==> src/rtl/rxbd_pkg.sv <==
package rxbd_pkg;

  // status halfword bit positions
  localparam int unsigned ST_EMPTY = 15;
  localparam int unsigned ST_WRAP  = 13;
  localparam int unsigned ST_LAST  = 11;
  localparam int unsigned ST_ERR   = 1;

  // descriptor field byte offsets
  localparam int unsigned OFF_STAT = 0;
  localparam int unsigned OFF_LEN  = 2;
  localparam int unsigned OFF_PTR  = 4;
  localparam int unsigned BD_BYTES = 8;

  typedef enum logic [2:0] {
    OP_NONE,
    OP_RD_STAT,
    OP_RD_PTR,
    OP_WR_BYTE,
    OP_WR_LEN,
    OP_WR_STAT
  } mem_op_e;

  typedef enum logic [2:0] {
    S_IDLE,
    S_OPEN_ST,
    S_OPEN_STW,
    S_OPEN_PTR,
    S_OPEN_PTRW,
    S_RUN,
    S_CL_LEN,
    S_CL_ST
  } fill_st_e;

  // length reported on close: whole frame for the final descriptor
  function automatic logic [15:0] close_len(input logic last,
                                            input logic [15:0] cnt,
                                            input logic [15:0] tot);
    return last ? tot : cnt;
  endfunction

  // status written back on close: empty cleared, wrap kept
  function automatic logic [15:0] close_stat(input logic wrap,
                                             input logic last,
                                             input logic err);
    logic [15:0] s;
    s          = '0;
    s[ST_WRAP] = wrap;
    s[ST_LAST] = last;
    s[ST_ERR]  = err & last;
    return s;
  endfunction

  // byte lane enable for a byte address
  function automatic logic [1:0] lane_of(input logic a0);
    return a0 ? 2'b10 : 2'b01;
  endfunction

endpackage

==> src/rtl/rxbd_ring_ptr.sv <==
module rxbd_ring_ptr #(
  parameter int unsigned AW = 16
) (
  input  logic          clk,
  input  logic          rst_n,
  input  logic [AW-1:0] ring_base,
  input  logic          advance,
  input  logic          wrap,
  output logic [AW-1:0] bd_addr
);
  localparam logic [AW-1:0] STEP = AW'(rxbd_pkg::BD_BYTES);

  logic [AW-1:0] off_q;

  always_ff @(posedge clk) begin
    if (!rst_n)       off_q <= '0;
    else if (advance) off_q <= wrap ? '0 : off_q + STEP;
  end

  assign bd_addr = ring_base + off_q;
endmodule

==> src/rtl/rxbd_buf_track.sv <==
module rxbd_buf_track #(
  parameter int unsigned LW = 16
) (
  input  logic          clk,
  input  logic          rst_n,
  input  logic          open_buf,
  input  logic          accept,
  input  logic          frame_done,
  input  logic [LW-1:0] mrblr,
  output logic [LW-1:0] cnt,
  output logic [LW-1:0] tot,
  output logic          fill_now
);
  localparam logic [LW-1:0] ONE = LW'(1);

  always_ff @(posedge clk) begin
    if (!rst_n) begin
      cnt <= '0;
      tot <= '0;
    end else begin
      if (open_buf)    cnt <= '0;
      else if (accept) cnt <= cnt + ONE;
      if (frame_done)  tot <= '0;
      else if (accept) tot <= tot + ONE;
    end
  end

  assign fill_now = (cnt + ONE) == mrblr;
endmodule

==> src/rtl/rxbd_mem_cmd.sv <==
module rxbd_mem_cmd import rxbd_pkg::*; #(
  parameter int unsigned AW = 16
) (
  input  mem_op_e       op,
  input  logic [AW-1:0] bd_addr,
  input  logic [AW-1:0] buf_ptr,
  input  logic [15:0]   cnt,
  input  logic [7:0]    byte_in,
  input  logic [15:0]   len_val,
  input  logic [15:0]   stat_val,
  output logic          mem_req,
  output logic          mem_we,
  output logic [1:0]    mem_be,
  output logic [AW-1:0] mem_addr,
  output logic [15:0]   mem_wdata
);
  logic [AW-1:0] byte_addr;
  assign byte_addr = buf_ptr + AW'(cnt);

  always_comb begin
    mem_req   = 1'b1;
    mem_we    = 1'b0;
    mem_be    = 2'b11;
    mem_addr  = bd_addr;
    mem_wdata = '0;
    case (op)
      OP_RD_STAT: mem_addr = bd_addr + AW'(OFF_STAT);
      OP_RD_PTR:  mem_addr = bd_addr + AW'(OFF_PTR);
      OP_WR_BYTE: begin
        mem_we    = 1'b1;
        mem_addr  = byte_addr;
        mem_be    = lane_of(byte_addr[0]);
        mem_wdata = {byte_in, byte_in};
      end
      OP_WR_LEN: begin
        mem_we    = 1'b1;
        mem_addr  = bd_addr + AW'(OFF_LEN);
        mem_wdata = len_val;
      end
      OP_WR_STAT: begin
        mem_we    = 1'b1;
        mem_addr  = bd_addr + AW'(OFF_STAT);
        mem_wdata = stat_val;
      end
      default: begin
        mem_req = 1'b0;
        mem_be  = 2'b00;
      end
    endcase
  end
endmodule

==> src/rtl/rxbd_filler.sv <==
module rxbd_filler import rxbd_pkg::*; #(
  parameter int unsigned AW = 16
) (
  input  logic          clk,
  input  logic          rst_n,
  input  logic [AW-1:0] ring_base,
  input  logic [15:0]   mrblr,
  input  logic          rx_valid,
  input  logic [7:0]    rx_data,
  input  logic          rx_last,
  input  logic          rx_err,
  output logic          rx_ready,
  output logic          mem_req,
  output logic          mem_we,
  output logic [1:0]    mem_be,
  output logic [AW-1:0] mem_addr,
  output logic [15:0]   mem_wdata,
  input  logic [15:0]   mem_rdata,
  output logic          rxf_irq,
  output logic          ovr_evt
);
  fill_st_e      state_q, state_d;
  mem_op_e       op;
  logic [AW-1:0] bd_addr, buf_ptr_q;
  logic          wrap_q, last_q, err_q, pend_q, drop_q, irq_q, ovr_q;
  logic [15:0]   cnt, tot, len_val, stat_val;
  logic          fill_now;

  // named internal events
  logic ev_accept, ev_drop, ev_ovr, ev_open, ev_wr_len, ev_wr_stat;
  logic ev_close_last, ev_advance, ev_frame_done;

  assign rx_ready      = (state_q == S_RUN) || (state_q == S_IDLE && drop_q);
  assign ev_accept     = (state_q == S_RUN) && rx_valid;
  assign ev_drop       = (state_q == S_IDLE) && drop_q && rx_valid;
  assign ev_ovr        = (state_q == S_OPEN_STW) && !mem_rdata[ST_EMPTY];
  assign ev_open       = (state_q == S_OPEN_PTRW);
  assign ev_wr_len     = (state_q == S_CL_LEN);
  assign ev_wr_stat    = (state_q == S_CL_ST);
  assign ev_close_last = ev_wr_stat && last_q;
  assign ev_advance    = ev_wr_stat;
  assign ev_frame_done = ev_close_last || ev_ovr;

  assign len_val  = close_len(last_q, cnt, tot);
  assign stat_val = close_stat(wrap_q, last_q, err_q);

  rxbd_ring_ptr #(.AW(AW)) u_ring (
    .clk       (clk),
    .rst_n     (rst_n),
    .ring_base (ring_base),
    .advance   (ev_advance),
    .wrap      (wrap_q),
    .bd_addr   (bd_addr)
  );

  rxbd_buf_track #(.LW(16)) u_track (
    .clk        (clk),
    .rst_n      (rst_n),
    .open_buf   (ev_open),
    .accept     (ev_accept),
    .frame_done (ev_frame_done),
    .mrblr      (mrblr),
    .cnt        (cnt),
    .tot        (tot),
    .fill_now   (fill_now)
  );

  always_comb begin
    case (state_q)
      S_OPEN_ST:  op = OP_RD_STAT;
      S_OPEN_PTR: op = OP_RD_PTR;
      S_RUN:      op = rx_valid ? OP_WR_BYTE : OP_NONE;
      S_CL_LEN:   op = OP_WR_LEN;
      S_CL_ST:    op = OP_WR_STAT;
      default:    op = OP_NONE;
    endcase
  end

  rxbd_mem_cmd #(.AW(AW)) u_cmd (
    .op        (op),
    .bd_addr   (bd_addr),
    .buf_ptr   (buf_ptr_q),
    .cnt       (cnt),
    .byte_in   (rx_data),
    .len_val   (len_val),
    .stat_val  (stat_val),
    .mem_req   (mem_req),
    .mem_we    (mem_we),
    .mem_be    (mem_be),
    .mem_addr  (mem_addr),
    .mem_wdata (mem_wdata)
  );

  always_comb begin
    state_d = state_q;
    case (state_q)
      S_IDLE:      if (rx_valid && !drop_q) state_d = S_OPEN_ST;
      S_OPEN_ST:   state_d = S_OPEN_STW;
      S_OPEN_STW:  state_d = ev_ovr ? S_IDLE : S_OPEN_PTR;
      S_OPEN_PTR:  state_d = S_OPEN_PTRW;
      S_OPEN_PTRW: state_d = pend_q ? S_CL_LEN : S_RUN;
      S_RUN:       if (rx_valid && (fill_now || rx_last)) state_d = S_CL_LEN;
      S_CL_LEN:    state_d = S_CL_ST;
      S_CL_ST:     state_d = (pend_q && !last_q) ? S_OPEN_ST : S_IDLE;
      default:     state_d = S_IDLE;
    endcase
  end

  always_ff @(posedge clk) begin
    if (!rst_n) begin
      state_q   <= S_IDLE;
      buf_ptr_q <= '0;
      wrap_q    <= 1'b0;
      last_q    <= 1'b0;
      err_q     <= 1'b0;
      pend_q    <= 1'b0;
      drop_q    <= 1'b0;
      irq_q     <= 1'b0;
      ovr_q     <= 1'b0;
    end else begin
      state_q <= state_d;
      irq_q   <= ev_close_last;
      ovr_q   <= ev_ovr;
      if (ev_drop && rx_last) drop_q <= 1'b0;
      case (state_q)
        S_OPEN_STW: begin
          if (ev_ovr) begin
            drop_q <= !pend_q;
            pend_q <= 1'b0;
          end else begin
            wrap_q <= mem_rdata[ST_WRAP];
          end
        end
        S_OPEN_PTRW: begin
          buf_ptr_q <= AW'(mem_rdata);
          last_q    <= pend_q;
        end
        S_RUN: begin
          if (rx_valid && fill_now) begin
            last_q <= 1'b0;
            pend_q <= rx_last;
            err_q  <= rx_err && rx_last;
          end else if (rx_valid && rx_last) begin
            last_q <= 1'b1;
            err_q  <= rx_err;
          end
        end
        S_CL_ST: if (last_q) pend_q <= 1'b0;
        default: ;
      endcase
    end
  end

  assign rxf_irq = irq_q;
  assign ovr_evt = ovr_q;
endmodule

==> config.mk <==
export PLATFORM = sky130hd
export DESIGN_NAME = rxbd_filler
export DESIGN_NICKNAME = d
export VERILOG_FILES = /design/src/rtl/rxbd_pkg.sv /design/src/rtl/rxbd_ring_ptr.sv /design/src/rtl/rxbd_buf_track.sv /design/src/rtl/rxbd_mem_cmd.sv /design/src/rtl/rxbd_filler.sv
export SDC_FILE = /design/constraint.sdc
export NUM_CORES = 1
export LEC_CHECK = 0
export BUFFER_PORTS_ARGS = -buffer_cell sky130_fd_sc_hd__buf_2
export CORE_MARGIN = 2
export CORE_UTILIZATION = 55
export DETAILED_ROUTE_END_ITERATION = 8
export PLACE_DENSITY = 0.9
export SLEW_MARGIN = 40
export SYNTH_ARGS = -nofsm -noshare
export SYNTH_HDL_FRONTEND = slang
export SYNTH_HIERARCHICAL = 1
export SYNTH_SLANG_ARGS = --single-unit
==> constraint.sdc <==
create_clock -name clk -period 7.9 [get_ports clk]
set_input_delay 2.37 -clock clk [delete_from_list [all_inputs] [get_ports clk]]
set_output_delay 2.37 -clock clk [all_outputs]
set_load 0.01 [all_outputs]
==> run summary <==
The flow ran to the end, and the final reports show no timing, DRC or antenna violations. The run gives 0.480 as the headroom to the max-slew limit. During placement, the flow inserted port buffers numbering 99. Between clock sinks in the finished design, the worst skew comes to 0.0104 ns. Clock root buffer: clkbuf_16. The tools report the placed cell count as 1037. For the initial core utilization, the log shows 0.571.

The floorplan step set the die width to 111 um. The post-route minimum period works out to 7.63 ns. The clock sink total was 71.

TritonCTS built the clock tree. The H-tree generated during clock tree synthesis spans 3 levels. For this run, the number of Yosys warnings is 6.

The synthesized design contains 0 enable-type register cells. 100 I/O pins were placed. Entering global routing, the biggest net connects 25 pins. After synthesis the netlist holds a flip-flop and latch count of 71. Row generation in the floorplan step produced 38 rows.

The floorplan step defined a die boundary enclosing 0.0123 mm2. Setup violations remaining at the end of the flow were counted as 0. The run gives 17500 um as the detailed-route wire length. The logs give 0 for the initial antenna violation count and 1003 for the final-stage net count. The logs give 0 for the total setup buffers inserted after CTS and 1053 for the non-filler instance count after layout. In this run the cell area of the synthesized design comes to 0.00627 mm2. Dividing the detail-routed via count by the number of cells gives 6.23. The tools report the count of nets left with antenna violations after detail routing as 0. In the layout the commonest cells are 116 x nand2_1, 99 x buf_2, 76 x nor2_1.

The run gives 0 as the number of antenna cells inserted. In the final layout, the multi-input gates occupy 0.00461 mm2. The sequential-to-total area share from yosys stat is 0.227. The ratio of final minimum period to clock period was 0.965; the number of filler instances in the final layout was 927. The min-delay analysis places its worst path in the category reg2reg.

Primary flip-flop cell chosen by synthesis mapping: dfxtp_1. The run gives 6019 as the number of global-route vias before repair. The worst setup path is launched from an input port. STA classifies the critical path endpoint as an output pin. At the pin with the least slew margin, the transition time is 0.779 ns. The share of layout cells above drive strength 1 is 0.183, and the placeable core area is 0.0110 mm2. Final count of hold timing violations: 0.

The number of hold buffers added after CTS was 0. The analysis attributes to cell leakage a power of 2.87 nW. The mean post-synth cell area is 7.57 um2, and the number of DRC violations after detailed-routing iteration 0 is 647. Fraction of the core area covered by cells at the end of the flow: 0.647. For the final routed database, the setup TNS stands at 0 ns. Residual DRC count: 0.

The first detailed-routing pass took 6 iterations. For the worst path required time, the log shows 5.53 ns. The highest fanout seen on the critical path works out to 7. For the CTS buffer count, the log shows 9. The floorplan step set the die height to 111 um. The number of vias in the routed layout was 6564; the distinct cell type count after synthesis was 86.

The data arrival time of the critical path was 5.26 ns; the final number of max-transition violations was 0. Max-cap violations in this run came to 0. The logs give 828 for the post-synthesis cell count and 0.35 ns for the clock latency on the worst-skew pair.

Clock-pin slew was measured on the worst setup and hold paths at 0.06 ns. The total track usage was 0.284; the post-detailed-route wirelength per cell was 16.6 um. In the final layout, flip-flops and latches occupy 0.00142 mm2. For this design the ratio of total power to cell area is 129 mW/mm2. The async set or reset register ratio after synthesis is 0.

Detailed placement ended at an HPWL of 12700 um. The first global-routing pass estimated 28800 um of wire. Routability-driven placement finished with a final weighted congestion of 0.959. Layout-stage area growth over the synthesis result: 13.3%. The library cell used most frequently in the layout, excluding fill and tap cells, is nand2_1. Summed over all layers, the global routing overflow is 0.

The tools report the maximum clock insertion buffer count as 2. Setup repair after global routing left no endpoint under its margin. The critical path in this run is classified as in2out.

The worst-case IR drop observed on VDD is 0.107 mV. Achievable frequency: 131 MHz.
==> registers in the layout (all words and copies together) (netlist names), 3 cells and up <==
signal        flops
buf_ptr_q        16
u_ring/off_q     13
state_q           3
u_track/cnt      16
u_track/tot      16
==> where the power goes <==
| part | internal (mW) | switching [mW] | total, mW |
|---|---|---|---|
| Combinational | 0.0615 | 0.0952 | 0.157 |
| Clock | 0.216 | 0.172 | 0.387 |
| Sequential | 0.363 | 0.00916 | 0.372 |
==> routing by layer <==
layer	global-route usage	vias up	share of wire
li1	-	3155	-
met1	0.369	3016	0.42
met2	0.458	334	0.45
met3	0.0405	59	0.084
met4	0.145	0	0.040
met5	0	-	0
==> Yosys cell counts (6+ instances only) <==
master      n  area share
and4_1      7      0.0098
and3_1      9      0.0090
mux2i_1     7       0.011
o31ai_1     6      0.0072
o21a_1      7      0.0084
inv_1      10      0.0060
nand2b_1    8      0.0080
nand3b_1    6      0.0072
nand3_1    28       0.022
nand4_1    23       0.023
xor2_1     47       0.066
nor3_1     23       0.018
a31oi_1    11       0.011
o21ai_0    27       0.022
buf_2       7      0.0056
xnor2_1    34       0.048
nand2_1   116       0.069
and2_1      7      0.0070
a22oi_1    15       0.018
nor2_1     76       0.046
a21boi_0    6      0.0072
a22o_1      9       0.013
a21oi_1    60       0.048
or3_1       6      0.0060
nor2b_1    10       0.010
mux2_2     16       0.029
a21o_1      9       0.011
clkbuf_1   32       0.019
o211ai_1    6      0.0072
ha_1       33       0.066
dfxtp_1    71        0.23
==> worst paths after layout <==
| check | startpoint | end | slack (ns) | cells after the start |
|---|---|---|---|---|
| setup / recovery | ring_base[4] | mem_addr[13] | 0.27 | 13 |
| setup reg to reg | u_track/cnt[1] | last_q | 4.70 | 9 |
| hold reg to reg | buf_ptr_q[8] | buf_ptr_q[8] | 0.47 | 2 |
| hold / removal | buf_ptr_q[8] | buf_ptr_q[8] | 0.47 | 2 |
==> kinds of logic (layout without fill, tap and decap cells) <==
family                     Yosys count  in the layout  synth area share
other                                1             13          0.000598
DFF                                 71             71             0.227
AOI/OAI and AO/OA                  198            198             0.214
muxes                               23             23            0.0399
xor gates and xnor gates            81             81             0.113
and+or+nand+nor                    356            356             0.289
buffers and inverters               64            137            0.0473
adders and majority gates           34             34            0.0691
==> timing repair <==
action / in CTS / in global routing
endpoints found under the hold margin: 0 / 0
gates resized for setup: 0 / 2
setup endpoints to repair: 0 / 3
==> stage by stage <==
step           hold WS (ns)  total power, mW  worst slack, ns  instance area (um2)
6_report              0.468            0.916            0.273                 7100
5_1_grt               0.486            0.952           0.0424                 7100
4_1_cts               0.467            0.916            0.320                 7090
3_5_place_dp          0.455            0.532            0.347                 6810
3_3_place_gp          0.448            0.528            0.426                 6810
2_1_floorplan         0.439            0.480            0.781                 6310
==> critical path, stage by stage <==
cell and delay, ns:
buf_2 0.10, ha_1 0.32, a21oi_2 0.09, nor2b_1 0.20, o21a_1 0.15, nor2_1 0.05, xnor2_1 0.44, and4_1 0.31
nand3_1 0.16, a211o_1 0.28, a31oi_1 0.19, or4b_1 0.44, buf_2 0.15
==> layout make-up <==
cell class,count,share of cell area
clock inverters,7,0.00740
clock buffers,9,0.0317
multi-input cells,705,0.649
repair buffers,108,0.0793
flip-flops and latches,71,0.200
inverters,13,0.00758
well taps,140,0.0247
Power figures use the tool's default switching activity.
